$ cat src/rtl/i2c_sf_pkg.sv
package i2c_sf_pkg;
  localparam int SB_POS   = 0;
  localparam int MSL_POS  = 1;
  localparam int ADSL_POS = 2;
  localparam int BTF_POS  = 3;
  localparam int NFLAG    = 4;

  typedef struct packed {
    logic btf;
    logic adsl;
    logic msl;
    logic sb;
  } sf_flags_t;
endpackage

$ cat src/rtl/sf_rst_sync.sv
module sf_rst_sync #(
  parameter int STAGES = 2
) (
  input  logic clk,
  input  logic rst_n,
  output logic rst_sync_n
);
  logic [STAGES-1:0] chain_q;
  logic [STAGES-1:0] chain_d;

  always_comb begin
    chain_d = {chain_q[STAGES-2:0], 1'b1};
  end

  always_ff @(posedge clk or negedge rst_n) begin
    if (!rst_n) chain_q <= '0;
    else        chain_q <= chain_d;
  end

  assign rst_sync_n = chain_q[STAGES-1];
endmodule

$ cat src/rtl/sf_flag_cell.sv
module sf_flag_cell #(
  parameter bit TWO_STEP = 1'b1
) (
  input  logic clk,
  input  logic rst_n,
  input  logic kill_i,
  input  logic set_i,
  input  logic rd_i,
  input  logic clr_i,
  output logic flag_o,
  output logic armed_o
);
  logic flag_q, flag_d;
  logic armed_q, armed_d;
  logic clear_hit;

  generate
    if (TWO_STEP) begin : g_two
      assign clear_hit = flag_q & armed_q & clr_i;
      always_comb begin
        armed_d = flag_d & ~set_i & ~kill_i & (armed_q | (rd_i & flag_q));
      end
    end else begin : g_one
      assign clear_hit = flag_q & clr_i;
      always_comb begin
        armed_d = 1'b0;
      end
    end
  endgenerate

  always_comb begin
    if (kill_i)         flag_d = 1'b0;
    else if (set_i)     flag_d = 1'b1;
    else if (clear_hit) flag_d = 1'b0;
    else                flag_d = flag_q;
  end

  always_ff @(posedge clk or negedge rst_n) begin
    if (!rst_n) begin
      flag_q  <= 1'b0;
      armed_q <= 1'b0;
    end else begin
      flag_q  <= flag_d;
      armed_q <= armed_d;
    end
  end

  assign flag_o  = flag_q;
  assign armed_o = armed_q;

  AST_SET_WINS: assert property (@(posedge clk) disable iff (!rst_n)
    (!kill_i && set_i) |=> flag_q) else $error("set lost");
  AST_KILL_WIPES: assert property (@(posedge clk) disable iff (!rst_n)
    kill_i |=> (!flag_q && !armed_q)) else $error("kill ignored");
  AST_ARM_NEEDS_FLAG: assert property (@(posedge clk) disable iff (!rst_n)
    armed_q |-> flag_q) else $error("stale arm");

  generate
    if (TWO_STEP) begin : g_chk
      AST_NO_CLEAR_UNARMED: assert property (@(posedge clk) disable iff (!rst_n)
        (flag_q && !kill_i && !armed_q) |=> flag_q) else $error("cleared without first step");
      AST_SET_DISARMS: assert property (@(posedge clk) disable iff (!rst_n)
        set_i |=> !armed_q) else $error("arm survived set");
    end
  endgenerate
endmodule

$ cat src/rtl/sf_btf_track.sv
module sf_btf_track (
  input  logic clk,
  input  logic rst_n,
  input  logic kill_i,
  input  logic tx_i,
  input  logic addr_ack_i,
  input  logic rx_i,
  input  logic ack_en_i,
  input  logic data_rd_i,
  input  logic data_wr_i,
  output logic set_o,
  output logic acc_o
);
  logic rx_set;
  logic dir_q, dir_d, dir_en;

  assign rx_set = rx_i & ack_en_i;
  assign set_o  = tx_i | addr_ack_i | rx_set;

  always_comb begin
    dir_en = set_o & ~kill_i;
    dir_d  = rx_set;
  end

  always_ff @(posedge clk or negedge rst_n) begin
    if (!rst_n)      dir_q <= 1'b0;
    else if (dir_en) dir_q <= dir_d;
  end

  assign acc_o = dir_q ? data_rd_i : data_wr_i;

  AST_RX_DIR: assert property (@(posedge clk) disable iff (!rst_n)
    (!kill_i && rx_set) |=> dir_q) else $error("rx direction lost");
  AST_TX_DIR: assert property (@(posedge clk) disable iff (!rst_n)
    (!kill_i && (tx_i || addr_ack_i) && !rx_set) |=> !dir_q) else $error("tx direction lost");
endmodule

$ cat src/rtl/sf_irq_out.sv
module sf_irq_out
  import i2c_sf_pkg::*;
#(
  parameter int STAT_W = 8
) (
  input  sf_flags_t          flags_i,
  input  logic               irq_en_i,
  output logic [STAT_W-1:0]  status_o,
  output logic               irq_o,
  output logic               scl_hold_o
);
  localparam int PAD_W = STAT_W - NFLAG;

  always_comb begin
    status_o           = '0;
    status_o[SB_POS]   = flags_i.sb;
    status_o[MSL_POS]  = flags_i.msl;
    status_o[ADSL_POS] = flags_i.adsl;
    status_o[BTF_POS]  = flags_i.btf;
  end

  assign scl_hold_o = flags_i.adsl | flags_i.btf;
  assign irq_o      = irq_en_i & (flags_i.sb | flags_i.adsl | flags_i.btf);

  always_comb begin
    AST_PAD_ZERO: assert (PAD_W <= 0 || status_o[STAT_W-1:NFLAG] == '0) else $error("pad bits");
  end
endmodule

$ cat src/rtl/i2c_stat_flags.sv
module i2c_stat_flags
  import i2c_sf_pkg::*;
#(
  parameter int STAT_W    = 8,
  parameter int RST_STAGE = 2
) (
  input  logic              clk,
  input  logic              rst_n,
  input  logic              periph_en_i,
  input  logic              irq_en_i,
  input  logic              ack_en_i,
  input  logic              ev_start_req_i,
  input  logic              ev_start_gen_i,
  input  logic              ev_stop_i,
  input  logic              ev_arb_lost_i,
  input  logic              ev_addr_match_i,
  input  logic              ev_addr_ack_i,
  input  logic              ev_tx_done_i,
  input  logic              ev_rx_done_i,
  input  logic              stat_rd_i,
  input  logic              data_rd_i,
  input  logic              data_wr_i,
  output logic [STAT_W-1:0] status_o,
  output logic              irq_o,
  output logic              scl_hold_o
);
  logic      rst_sync_n;
  logic      kill;
  logic      btf_set, btf_acc;
  logic      sb_armed, msl_armed, adsl_armed, btf_armed;
  sf_flags_t flags;

  assign kill = ~periph_en_i;

  sf_rst_sync #(.STAGES(RST_STAGE)) u_rst (
    .clk(clk), .rst_n(rst_n), .rst_sync_n(rst_sync_n)
  );

  sf_flag_cell #(.TWO_STEP(1'b1)) u_sb (
    .clk(clk), .rst_n(rst_sync_n), .kill_i(kill), .set_i(ev_start_gen_i),
    .rd_i(stat_rd_i), .clr_i(data_wr_i), .flag_o(flags.sb), .armed_o(sb_armed)
  );

  sf_flag_cell #(.TWO_STEP(1'b0)) u_msl (
    .clk(clk), .rst_n(rst_sync_n), .kill_i(kill), .set_i(ev_start_req_i),
    .rd_i(stat_rd_i), .clr_i(ev_stop_i | ev_arb_lost_i), .flag_o(flags.msl),
    .armed_o(msl_armed)
  );

  sf_flag_cell #(.TWO_STEP(1'b0)) u_adsl (
    .clk(clk), .rst_n(rst_sync_n), .kill_i(kill), .set_i(ev_addr_match_i),
    .rd_i(stat_rd_i), .clr_i(stat_rd_i), .flag_o(flags.adsl),
    .armed_o(adsl_armed)
  );

  sf_btf_track u_btrk (
    .clk(clk), .rst_n(rst_sync_n), .kill_i(kill), .tx_i(ev_tx_done_i),
    .addr_ack_i(ev_addr_ack_i), .rx_i(ev_rx_done_i), .ack_en_i(ack_en_i),
    .data_rd_i(data_rd_i), .data_wr_i(data_wr_i), .set_o(btf_set), .acc_o(btf_acc)
  );

  sf_flag_cell #(.TWO_STEP(1'b1)) u_btf (
    .clk(clk), .rst_n(rst_sync_n), .kill_i(kill), .set_i(btf_set),
    .rd_i(stat_rd_i), .clr_i(btf_acc), .flag_o(flags.btf), .armed_o(btf_armed)
  );

  sf_irq_out #(.STAT_W(STAT_W)) u_out (
    .flags_i(flags), .irq_en_i(irq_en_i), .status_o(status_o),
    .irq_o(irq_o), .scl_hold_o(scl_hold_o)
  );

  AST_MSL_DROPS: assert property (@(posedge clk) disable iff (!rst_sync_n)
    (periph_en_i && (ev_stop_i || ev_arb_lost_i) && !ev_start_req_i) |=> !status_o[MSL_POS])
    else $error("master flag kept");
  AST_ADSL_READ: assert property (@(posedge clk) disable iff (!rst_sync_n)
    (status_o[ADSL_POS] && stat_rd_i && !ev_addr_match_i) |=> !status_o[ADSL_POS])
    else $error("address flag kept");
  AST_RX_NOACK: assert property (@(posedge clk) disable iff (!rst_sync_n)
    (!status_o[BTF_POS] && ev_rx_done_i && !ack_en_i && !ev_tx_done_i && !ev_addr_ack_i)
    |=> !status_o[BTF_POS]) else $error("rx without ack set flag");
  AST_IRQ_GATED: assert property (@(posedge clk) disable iff (!rst_sync_n)
    irq_o |-> irq_en_i) else $error("irq without enable");
  AST_HOLD_PENDING: assert property (@(posedge clk) disable iff (!rst_sync_n)
    (status_o[BTF_POS] && !btf_acc && periph_en_i) |=> scl_hold_o) else $error("hold dropped");
  AST_NO_ARM_UNUSED: assert property (@(posedge clk) disable iff (!rst_sync_n)
    !(msl_armed || adsl_armed)) else $error("one-step arm");
  AST_ARMS_WITH_FLAGS: assert property (@(posedge clk) disable iff (!rst_sync_n)
    (sb_armed -> flags.sb) && (btf_armed -> flags.btf)) else $error("arm without flag");
endmodule

$ cat config.mk
export PLATFORM = sky130hd
export DESIGN_NAME = i2c_stat_flags
export DESIGN_NICKNAME = d
export VERILOG_FILES = /design/src/rtl/i2c_sf_pkg.sv /design/src/rtl/sf_rst_sync.sv /design/src/rtl/sf_flag_cell.sv /design/src/rtl/sf_btf_track.sv /design/src/rtl/sf_irq_out.sv /design/src/rtl/i2c_stat_flags.sv
export SDC_FILE = /design/constraint.sdc
export NUM_CORES = 1
export LEC_CHECK = 0
export BUFFER_PORTS_ARGS = -buffer_cell sky130_fd_sc_hd__buf_2
export CAP_MARGIN = 20
export CORE_AREA = 2 2 39 41
export DETAILED_ROUTE_END_ITERATION = 8
export DIE_AREA = 0 0 41 43
export PLACE_DENSITY = 0.6
export SLEW_MARGIN = 20
export SYNTH_ARGS = -nofsm -noshare
export SYNTH_HDL_FRONTEND = slang
export SYNTH_SLANG_ARGS = --single-unit
$ cat constraint.sdc
create_clock -name clk -period 1.4 [get_ports clk]
set_input_delay 0.14 -clock clk [delete_from_list [all_inputs] [get_ports clk]]
set_output_delay 0.14 -clock clk [all_outputs]
set_load 0.1 [all_outputs]
==> results.json, run 1 <==
{
  "hpwl_um": 635,
  "cts_sinks": 9,
  "cts_tree": "yes",
  "path_clk_slew_ps": 60,
  "vias_per_cell": 4.17,
  "synth_commonest_cells": "9 x dfrtp_1, 8 x buf_4, 3 x a21oi_1, 3 x o21a_1",
  "switching_share": 0.379,
  "synth.most_common_cell": "dfrtp_1",
  "syn_inst": 39,
  "max_clock_freq_mhz": 729,
  "cp.required_ps": 1260,
  "ant_nets": 0,
  "cts_buffers": 3,
  "crit_family": "flip-flops",
  "ys_warn_count": 0,
  "synth.avg_cell_area_um2": 11.2,
  "ys_types": 17,
  "wl_per_cell_um": 9.71,
  "wl_met2_um": 316,
  "period_share": 0.980,
  "core_um2": 1380,
  "endpoint_kind": "primary output",
  "fin_nets": 78,
  "synth_ff_type": "dfrtp_1",
  "overflow": 0,
  "seq_area_frac_synth": 0.516,
  "grt_max_degree": 8,
  "hold_path_class": "in2reg",
  "irDropWorstVdd_v": 0.000661,
  "fp.dieW_um": 41,
  "placed_area_um2": 523,
  "ys_seq_elements": 9,
  "p_per_area_nw_per_um2": 1230,
  "status": "finished clean",
  "final_layout_size_suffix_gt1_frac": 0.508,
  "hold_viol": 0,
  "p_int_w": 0.000444,
  "start_kind": "register",
  "ys_top_cells_by_area": "dfrtp_1 52%, buf_4 14%, o21a_1 5.2%",
  "floorplan.initialDensity": 0.316,
  "area_growth_pct": 33.2,
  "layout_min_cycle_time_ps": 1370,
  "power.leakage_nw": 0.296,
  "grt_pass1_wl_um": 1110,
  "cts_max_level": 1,
  "wl_met3_um": 79,
  "dieArea_um2": 1760,
  "worst-setup-path-type": "reg2out",
  "gp_congestion": 0.705,
  "rsz0062_at_grt": "yes",
  "synth-edff-count": 0,
  "top_layer_used": "met3",
  "clk_latency_ps": 250,
  "crit_slowest_cell": "dfrtp_1",
  "grt_usage": 0.0996,
  "fin_area_um2": 582,
  "async_flop_share": 1.00,
  "cp_max_fo": 2,
  "die_h_um": 43,
  "finalSetupViolations": 0,
  "fin_setup_tns_ps": 0,
  "wl_um": 748,
  "cts_max_path_buffers": 2,
  "slew_viol_final": 0,
  "syn_area_um2": 437,
  "grt_pass1_vias": 285,
  "vias": 321,
  "synth_top_cell_by_area": "dfrtp_1",
  "power.switching_w": 0.000272,
  "critPathBufInv": 1,
  "drc": 0,
  "seqPwrFrac": 0.401,
  "wl_met1_um": 351,
  "synth_top_area_frac": 0.516,
  "clock_power_share": 0.262,
  "antenna_found_initial": 0,
  "pwr-share-comb": 0.337,
  "drt_first_pass_iters": 4,
  "num_io_pins": 26,
  "cap_violations": 0,
  "cp.arrival_ps": 1230,
  "slowest_delay_ps": 370,
  "core.rowCount": 14,
  "cts_root_buf": "clkbuf_4",
  "io_buffers": 21,
  "clock_skew_ps": 2.64,
  "worstPathCellList": "or2_4 > o21a_4 > buf_12",
  "diodes": 0,
  "drt_iter0_markers": 1
}
## power groups by stage
stage | combinational, W | clock [W] | sequential (W)
finish | 0.000241 | 0.000187 | 0.000287
global route | 0.000253 | 0.000208 | 0.000290
CTS | 0.000237 | 0.000199 | 0.000288
detailed placement | 0.000225 | 0 | 0.000294
global placement | 0.000225 | 0 | 0.000293
floorplan | 0.000204 | 0 | 0.000291
## worst register-to-register path: stages (launching register included)
cell      delay (ps)
dfrtp_1          410
a21boi_1         140
o21a_1           170
nor3b_2          150
## layout make-up
type	count	area, µm²
clock buffers	4	26.3
fillers	141	802
inverters	1	3.75
multi-input cells	24	169
flip-flops and latches	9	225
well taps	16	20.0
repair buffers	23	138
## cell usage in the layout, fill, tap and decap left out, drive strengths merged
master       count
o21a             3
nor2b            2
o211ai           1
dfrtp            9
a21oi            3
mux2i            1
buf             22
nand2            2
a21boi           1
conb             5
clkbuf           4
inv              1
or2              1
nor3b            1
a32o             1
dlygate4sd3      1
nor3             1
nor2             1
a211o            1
## sequential cells by signal (all words and copies together), names as in the netlist
name,cells
u_adsl.flag_o,1
u_btf.armed_o,1
u_btf.flag_o,1
u_btrk.dir_q,1
u_msl.flag_o,1
u_rst.chain_q,2
u_sb.armed_o,1
u_sb.flag_o,1
## kinds of logic after synthesis
kind of cell / synth area share
buffers and inverters: 0.146
and+or+nand+nor: 0.120
AOI/OAI and AO/OA: 0.178
muxes: 0.0229
DFF: 0.516
other: 0.0172
## timing repair
action / 4_1_cts / 5_1_grt
cloned: 0 / 0
endpoints found under the hold margin: 2 / 0
hold buffers: 1 / 0
setup endpoints to repair: 1 / 1
resized for setup: 2 / 2
pin swaps: 0 / 0
setup buffers: 1 / 0
## per-stage QoR
stage / utilization / setup WS (ps) / cells / power [W] / hold slack [ps]
6_report: 0.420 / 27.8 / 77 / 0.000716 / 70.2
5_1_grt: 0.420 / -15.9 / 77 / 0.000751 / 58.2
4_1_cts: 0.414 / 3.89 / 77 / 0.000724 / 60.2
3_5_place_dp: 0.378 / 134 / 71 / 0.000520 / -73.9
3_3_place_gp: 0.378 / 149 / 71 / 0.000518 / -74.7
2_1_floorplan: - / 136 / 42 / 0.000495 / -156
## routing by layer
layer | vias up | GRT usage
li1 | 164 | -
met1 | 139 | 0.134
met2 | 18 | 0.125
met3 | 0 | 0.0785
met4 | 0 | 0.0200
met5 | - | 0
## final timing paths
| check | endpoint | from | slack, ps | cells past startpoint |
|---|---|---|---|---|
| hold / removal | u_sb.armed_o | ev_start_gen_i | 70 | 2 |
| min in group asynchronous | u_btf.flag_o | u_rst.chain_q[1] | 110 | 0 |
| max in group asynchronous | u_btrk.dir_q | u_rst.chain_q[1] | 1070 | 0 |
| hold reg to reg | u_btf.flag_o | u_rst.chain_q[1] | 110 | 0 |
| setup reg to reg | u_sb.armed_o | u_sb.flag_o | 410 | 3 |
| setup / recovery | irq_o | u_btf.flag_o | 30 | 3 |
(Power assumes the default switching activity.)
==> run 2: changes to the inputs <==
--- a/config.mk
+++ b/config.mk
@@ -11,6 +11,7 @@
 export DETAILED_ROUTE_END_ITERATION = 8
 export DIE_AREA = 0 0 41 43
 export PLACE_DENSITY = 0.6
+export RECOVER_POWER = 25
 export SLEW_MARGIN = 20
 export SYNTH_ARGS = -nofsm -noshare
 export SYNTH_HDL_FRONTEND = slang
==> results.json, run 2 (synthesis gave the netlist of run 1 again) <==
{
  "dieArea_um2": 1760,
  "reg2regPathDepth": 3,
  "floorplan.initialDensity": 0.316,
  "p_per_area_nw_per_um2": 1230,
  "path_clk_slew_ps": 60,
  "fin_util": 0.420,
  "final_layout_size_suffix_gt1_frac": 0.492,
  "crit_slowest_cell": "dfrtp_1",
  "period_share": 0.980,
  "fin_setup_tns_ps": 0,
  "cts_max_path_buffers": 2,
  "critPathBufInv": 1,
  "worstPathCellList": "or2_4 > o21a_4 > buf_12",
  "largest_reg_flops": 2,
  "regMostFlops": "u_rst.chain_q",
  "place_ws_ps": 134,
  "slowest_delay_ps": 370,
  "cp_num_cells": 3,
  "fin_nets": 78,
  "timing.rr.end": "u_sb.armed_o",
  "cts_sinks": 9,
  "hold_path_class": "in2reg",
  "slew_viol_final": 0,
  "finalSetupViolations": 0,
  "reg2reg_setup_slack_ps": 410,
  "clk_latency_ps": 250,
  "cap_violations": 0,
  "cp_max_fo": 2,
  "core_um2": 1380,
  "crit_family": "flip-flops",
  "power.total_w": 0.000716,
  "drc": 0,
  "diodes": 0,
  "wl_um": 747,
  "hold_ws_ps": 70.3,
  "vias": 321,
  "ant_nets": 0,
  "cts_tree": "yes",
  "grt_max_degree": 8,
  "status": "finished clean",
  "layout_min_cycle_time_ps": 1370,
  "final_cell_mix": "19 x buf_2, 9 x dfrtp_1, 5 x conb_1",
  "n_fill_cell": 142,
  "drt_first_pass_iters": 4,
  "power.leakage_nw": 0.293,
  "endpoint_kind": "primary output",
  "cp.required_ps": 1260,
  "vias_per_cell": 4.17,
  "antenna_found_initial": 0,
  "final_common_cell": "buf_2",
  "grt_usage": 0.0996,
  "start_kind": "register",
  "overflow": 0,
  "area_growth_pct": 33.0,
  "cts_root_buf": "clkbuf_4",
  "cts_buffers": 3,
  "drt_iter0_markers": 1,
  "setup_ws_ps": 27.9,
  "cp-startpoint": "u_btf.flag_o",
  "num_io_pins": 26,
  "clock_skew_ps": 2.64,
  "reg2reg_from": "u_sb.flag_o",
  "grt_pass1_vias": 285,
  "io_buffers": 21,
  "worst-setup-path-type": "reg2out",
  "die_h_um": 43,
  "grt_pass1_wl_um": 1110,
  "gp_congestion": 0.705,
  "hold_viol": 0,
  "rsz0062_at_grt": "yes",
  "irDropWorstVdd_v": 0.000661,
  "cts_max_level": 1,
  "setup.worst_path.end": "irq_o",
  "wl_per_cell_um": 9.70,
  "cp.arrival_ps": 1230,
  "max_clock_freq_mhz": 729,
  "hpwl_um": 635,
  "fp.dieW_um": 41,
  "core.rowCount": 14
}
run 2: repair_timing:
item                                    CTS  global route
hold buffers                              1             0
resized for setup                         2             2
endpoints found under the setup margin    1             1
buffers inserted                          1             0
hold endpoints to repair                  2             0
run 2: worst min-delay path by stage:
| stage | startpoint | endpoint | slack (ps) | depth (start not counted) |
|---|---|---|---|---|
| 2_1_floorplan | rst_n | u_rst.chain_q[0] | -160 | 0 |
| 3_3_place_gp | rst_n | u_rst.chain_q[0] | -70 | 1 |
| 3_5_place_dp | rst_n | u_rst.chain_q[1] | -70 | 1 |
| 4_1_cts | ev_start_gen_i | u_sb.armed_o | 60 | 2 |
| 5_1_grt | ev_start_gen_i | u_sb.armed_o | 60 | 2 |
| 6_report | ev_start_gen_i | u_sb.armed_o | 70 | 2 |
run 2: per-stage QoR:
stage	cells	cell area [µm²]
floorplan	42	458
global placement	71	523
detailed placement	71	523
CTS	77	573
global route	77	581
finish	77	581
run 2: report_power, final:
part / internal [W] / leakage (nW) / switching, W
clock network: 0.000109 / 0.0150 / 0.0000783
logic: 0.0000599 / 0.165 / 0.000181
registers: 0.000275 / 0.113 / 0.0000122
run 2: cell type report:
cell class / instances / area, µm² / area share
Timing Repair Buffer: 23 / 136 / 0.235
Tap cell: 16 / 20.0 / 0.0345
Multi-Input combinational cell: 24 / 169 / 0.291
Inverter: 1 / 3.75 / 0.00647
Clock buffer: 4 / 26.3 / 0.0453
Sequential cell: 9 / 225 / 0.388
run 2: worst register-to-register path, delay by kind of cell, from the launching register on:
| family | cells | cell delay, ps |
|---|---|---|
| and+or+nand+nor | 1 | 150 |
| AOI/OAI and AO/OA | 2 | 310 |
| DFF | 1 | 410 |
run 2: layer usage:
layer / track usage / part of all wire / vias up
li1: - / - / 164
met1: 0.134 / 0.47 / 139
met2: 0.125 / 0.42 / 18
met3: 0.0785 / 0.11 / 0
met4: 0.0200 / 0 / 0
met5: 0 / 0 / -
==> run 3: changes to the inputs <==
--- a/config.mk
+++ b/config.mk
@@ -5,14 +5,16 @@
 export SDC_FILE = /design/constraint.sdc
 export NUM_CORES = 1
 export LEC_CHECK = 0
+export ABC_AREA = 1
 export BUFFER_PORTS_ARGS = -buffer_cell sky130_fd_sc_hd__buf_2
 export CAP_MARGIN = 20
 export CORE_AREA = 2 2 39 41
 export DETAILED_ROUTE_END_ITERATION = 8
 export DIE_AREA = 0 0 41 43
-export PLACE_DENSITY = 0.6
+export PLACE_DENSITY = 0.67
 export RECOVER_POWER = 25
 export SLEW_MARGIN = 20
 export SYNTH_ARGS = -nofsm -noshare
 export SYNTH_HDL_FRONTEND = slang
+export SYNTH_HIERARCHICAL = 1
 export SYNTH_SLANG_ARGS = --single-unit
==> results.json, run 3 <==
{
  "pwr-share-comb": 0.325,
  "vias": 405,
  "status": "finished clean",
  "path_clk_slew_ps": 60,
  "hpwl_um": 703,
  "gp_congestion": 0.640,
  "hold_viol": 0,
  "fp.dieW_um": 41,
  "die_h_um": 43,
  "wl_met2_um": 392,
  "vias_per_cell": 4.05,
  "wl_um": 841,
  "io_buffers": 21,
  "start_kind": "register",
  "final_common_cell": "buf_2",
  "syn_area_um2": 498,
  "finalSetupViolations": 0,
  "setup_ws_ps": 65.7,
  "grt_max_degree": 8,
  "drc": 0,
  "power.switching_w": 0.000275,
  "drt_iter0_markers": 2,
  "hold_ws_ps": 101,
  "switching_share": 0.389,
  "period_share": 0.953,
  "hold_path_class": "reg2async",
  "diodes": 0,
  "drt_first_pass_iters": 2,
  "syn_inst": 63,
  "cts.repair.resized": 0,
  "cp.arrival_ps": 1190,
  "cts_tree": "yes",
  "dpl.cell_count": 95,
  "clock_skew_ps": 5.51,
  "cp.required_ps": 1260,
  "layout_min_cycle_time_ps": 1330,
  "power.leakage_nw": 0.368,
  "fin_setup_tns_ps": 0,
  "final_cell_mix": "19 x buf_2, 13 x inv_1, 10 x nand2_1",
  "n_fill_cell": 141,
  "cts_buffers": 3,
  "slew_viol_final": 0,
  "wl_met3_um": 72,
  "largest_reg_flops": 2,
  "top_layer_used": "met3",
  "cap_violations": 0,
  "wl_per_cell_um": 8.41,
  "floorplan.initialDensity": 0.360,
  "clk_latency_ps": 250,
  "worst-setup-path-type": "reg2out",
  "power.total_w": 0.000709,
  "core.rowCount": 14,
  "p_per_area_nw_per_um2": 1120,
  "p_int_w": 0.000434,
  "max_clock_freq_mhz": 749,
  "synth.avg_cell_area_um2": 7.90,
  "reg2reg_setup_slack_ps": 450,
  "antenna_found_initial": 0,
  "overflow": 0,
  "final_layout_size_suffix_gt1_frac": 0.381,
  "cp_max_fo": 6,
  "cts_root_buf": "clkbuf_4",
  "cts_sinks": 9,
  "fin_nets": 101,
  "rsz0062_at_grt": "no",
  "num_io_pins": 26,
  "grt_pass1_vias": 352,
  "irDropWorstVdd_v": 0.000440,
  "seqPwrFrac": 0.406,
  "regMostFlops": "u_rst/chain_q",
  "dieArea_um2": 1760,
  "ys_warn_count": 6,
  "place_ws_ps": 344,
  "area_growth_pct": 27.6,
  "ant_nets": 0,
  "grt_usage": 0.123,
  "cts_max_path_buffers": 2,
  "endpoint_kind": "primary output",
  "cts_max_level": 1,
  "clock_power_share": 0.269,
  "instances_no_fill": 100,
  "core_um2": 1380,
  "wl_met1_um": 376,
  "grt_pass1_wl_um": 1410
}
## run 3: per-layer routing
metal  GRT usage  up-vias
met4      0.0800        0
li1            -      216
met3      0.0314        0
met1       0.166      171
met5           0        -
met2       0.169       18
## run 3: final timing paths
kind,cells after the start,to,startpoint
min in group clk,3,u_msl/flag_o,ev_start_req_i
setup / recovery,2,scl_hold_o,u_btf/flag_o
setup reg to reg,4,u_btf/flag_o,u_btrk/dir_q
hold reg to reg,0,u_btrk/dir_q,u_rst/chain_q[1]
max in group asynchronous,2,u_rst/chain_q[0],rst_n
hold / removal,0,u_btrk/dir_q,u_rst/chain_q[1]
## run 3: timing repair
item,4_1_cts,5_1_grt
setup buffers,0,0
hold endpoints to repair,2,0
hold buffers,1,0
setup endpoints to repair,0,0
## run 3: area by class of cell
class,instances,area (µm²),share of cell area
clock buffer,4,26.3,0.0413
inverter,15,56.3,0.0886
multi-input combinational,34,179,0.281
sequential,9,225,0.354
tap,16,20.0,0.0315
timing repair buffer,22,129,0.203
## run 3: power by group through the flow
stage / Sequential [W] / Clock, W / Combinational [W]
after floorplan: 0.000290 / 0 / 0.000200
after global placement: 0.000292 / 0 / 0.000228
after detailed placement: 0.000293 / 0 / 0.000230
after CTS: 0.000288 / 0.000202 / 0.000233
after global routing: 0.000291 / 0.000219 / 0.000245
final: 0.000288 / 0.000191 / 0.000230
## run 3: through the flow
step / area [µm²] / util
2_1_floorplan: 520 / -
3_3_place_gp: 601 / 0.434
3_5_place_dp: 601 / 0.434
4_1_cts: 637 / 0.460
5_1_grt: 636 / 0.459
6_report: 636 / 0.459
## run 3: worst max-delay path, cell delays in order, from the launching register on
cell and delay (ps):
dfrtp_1 410, or2_1 120, buf_2 410
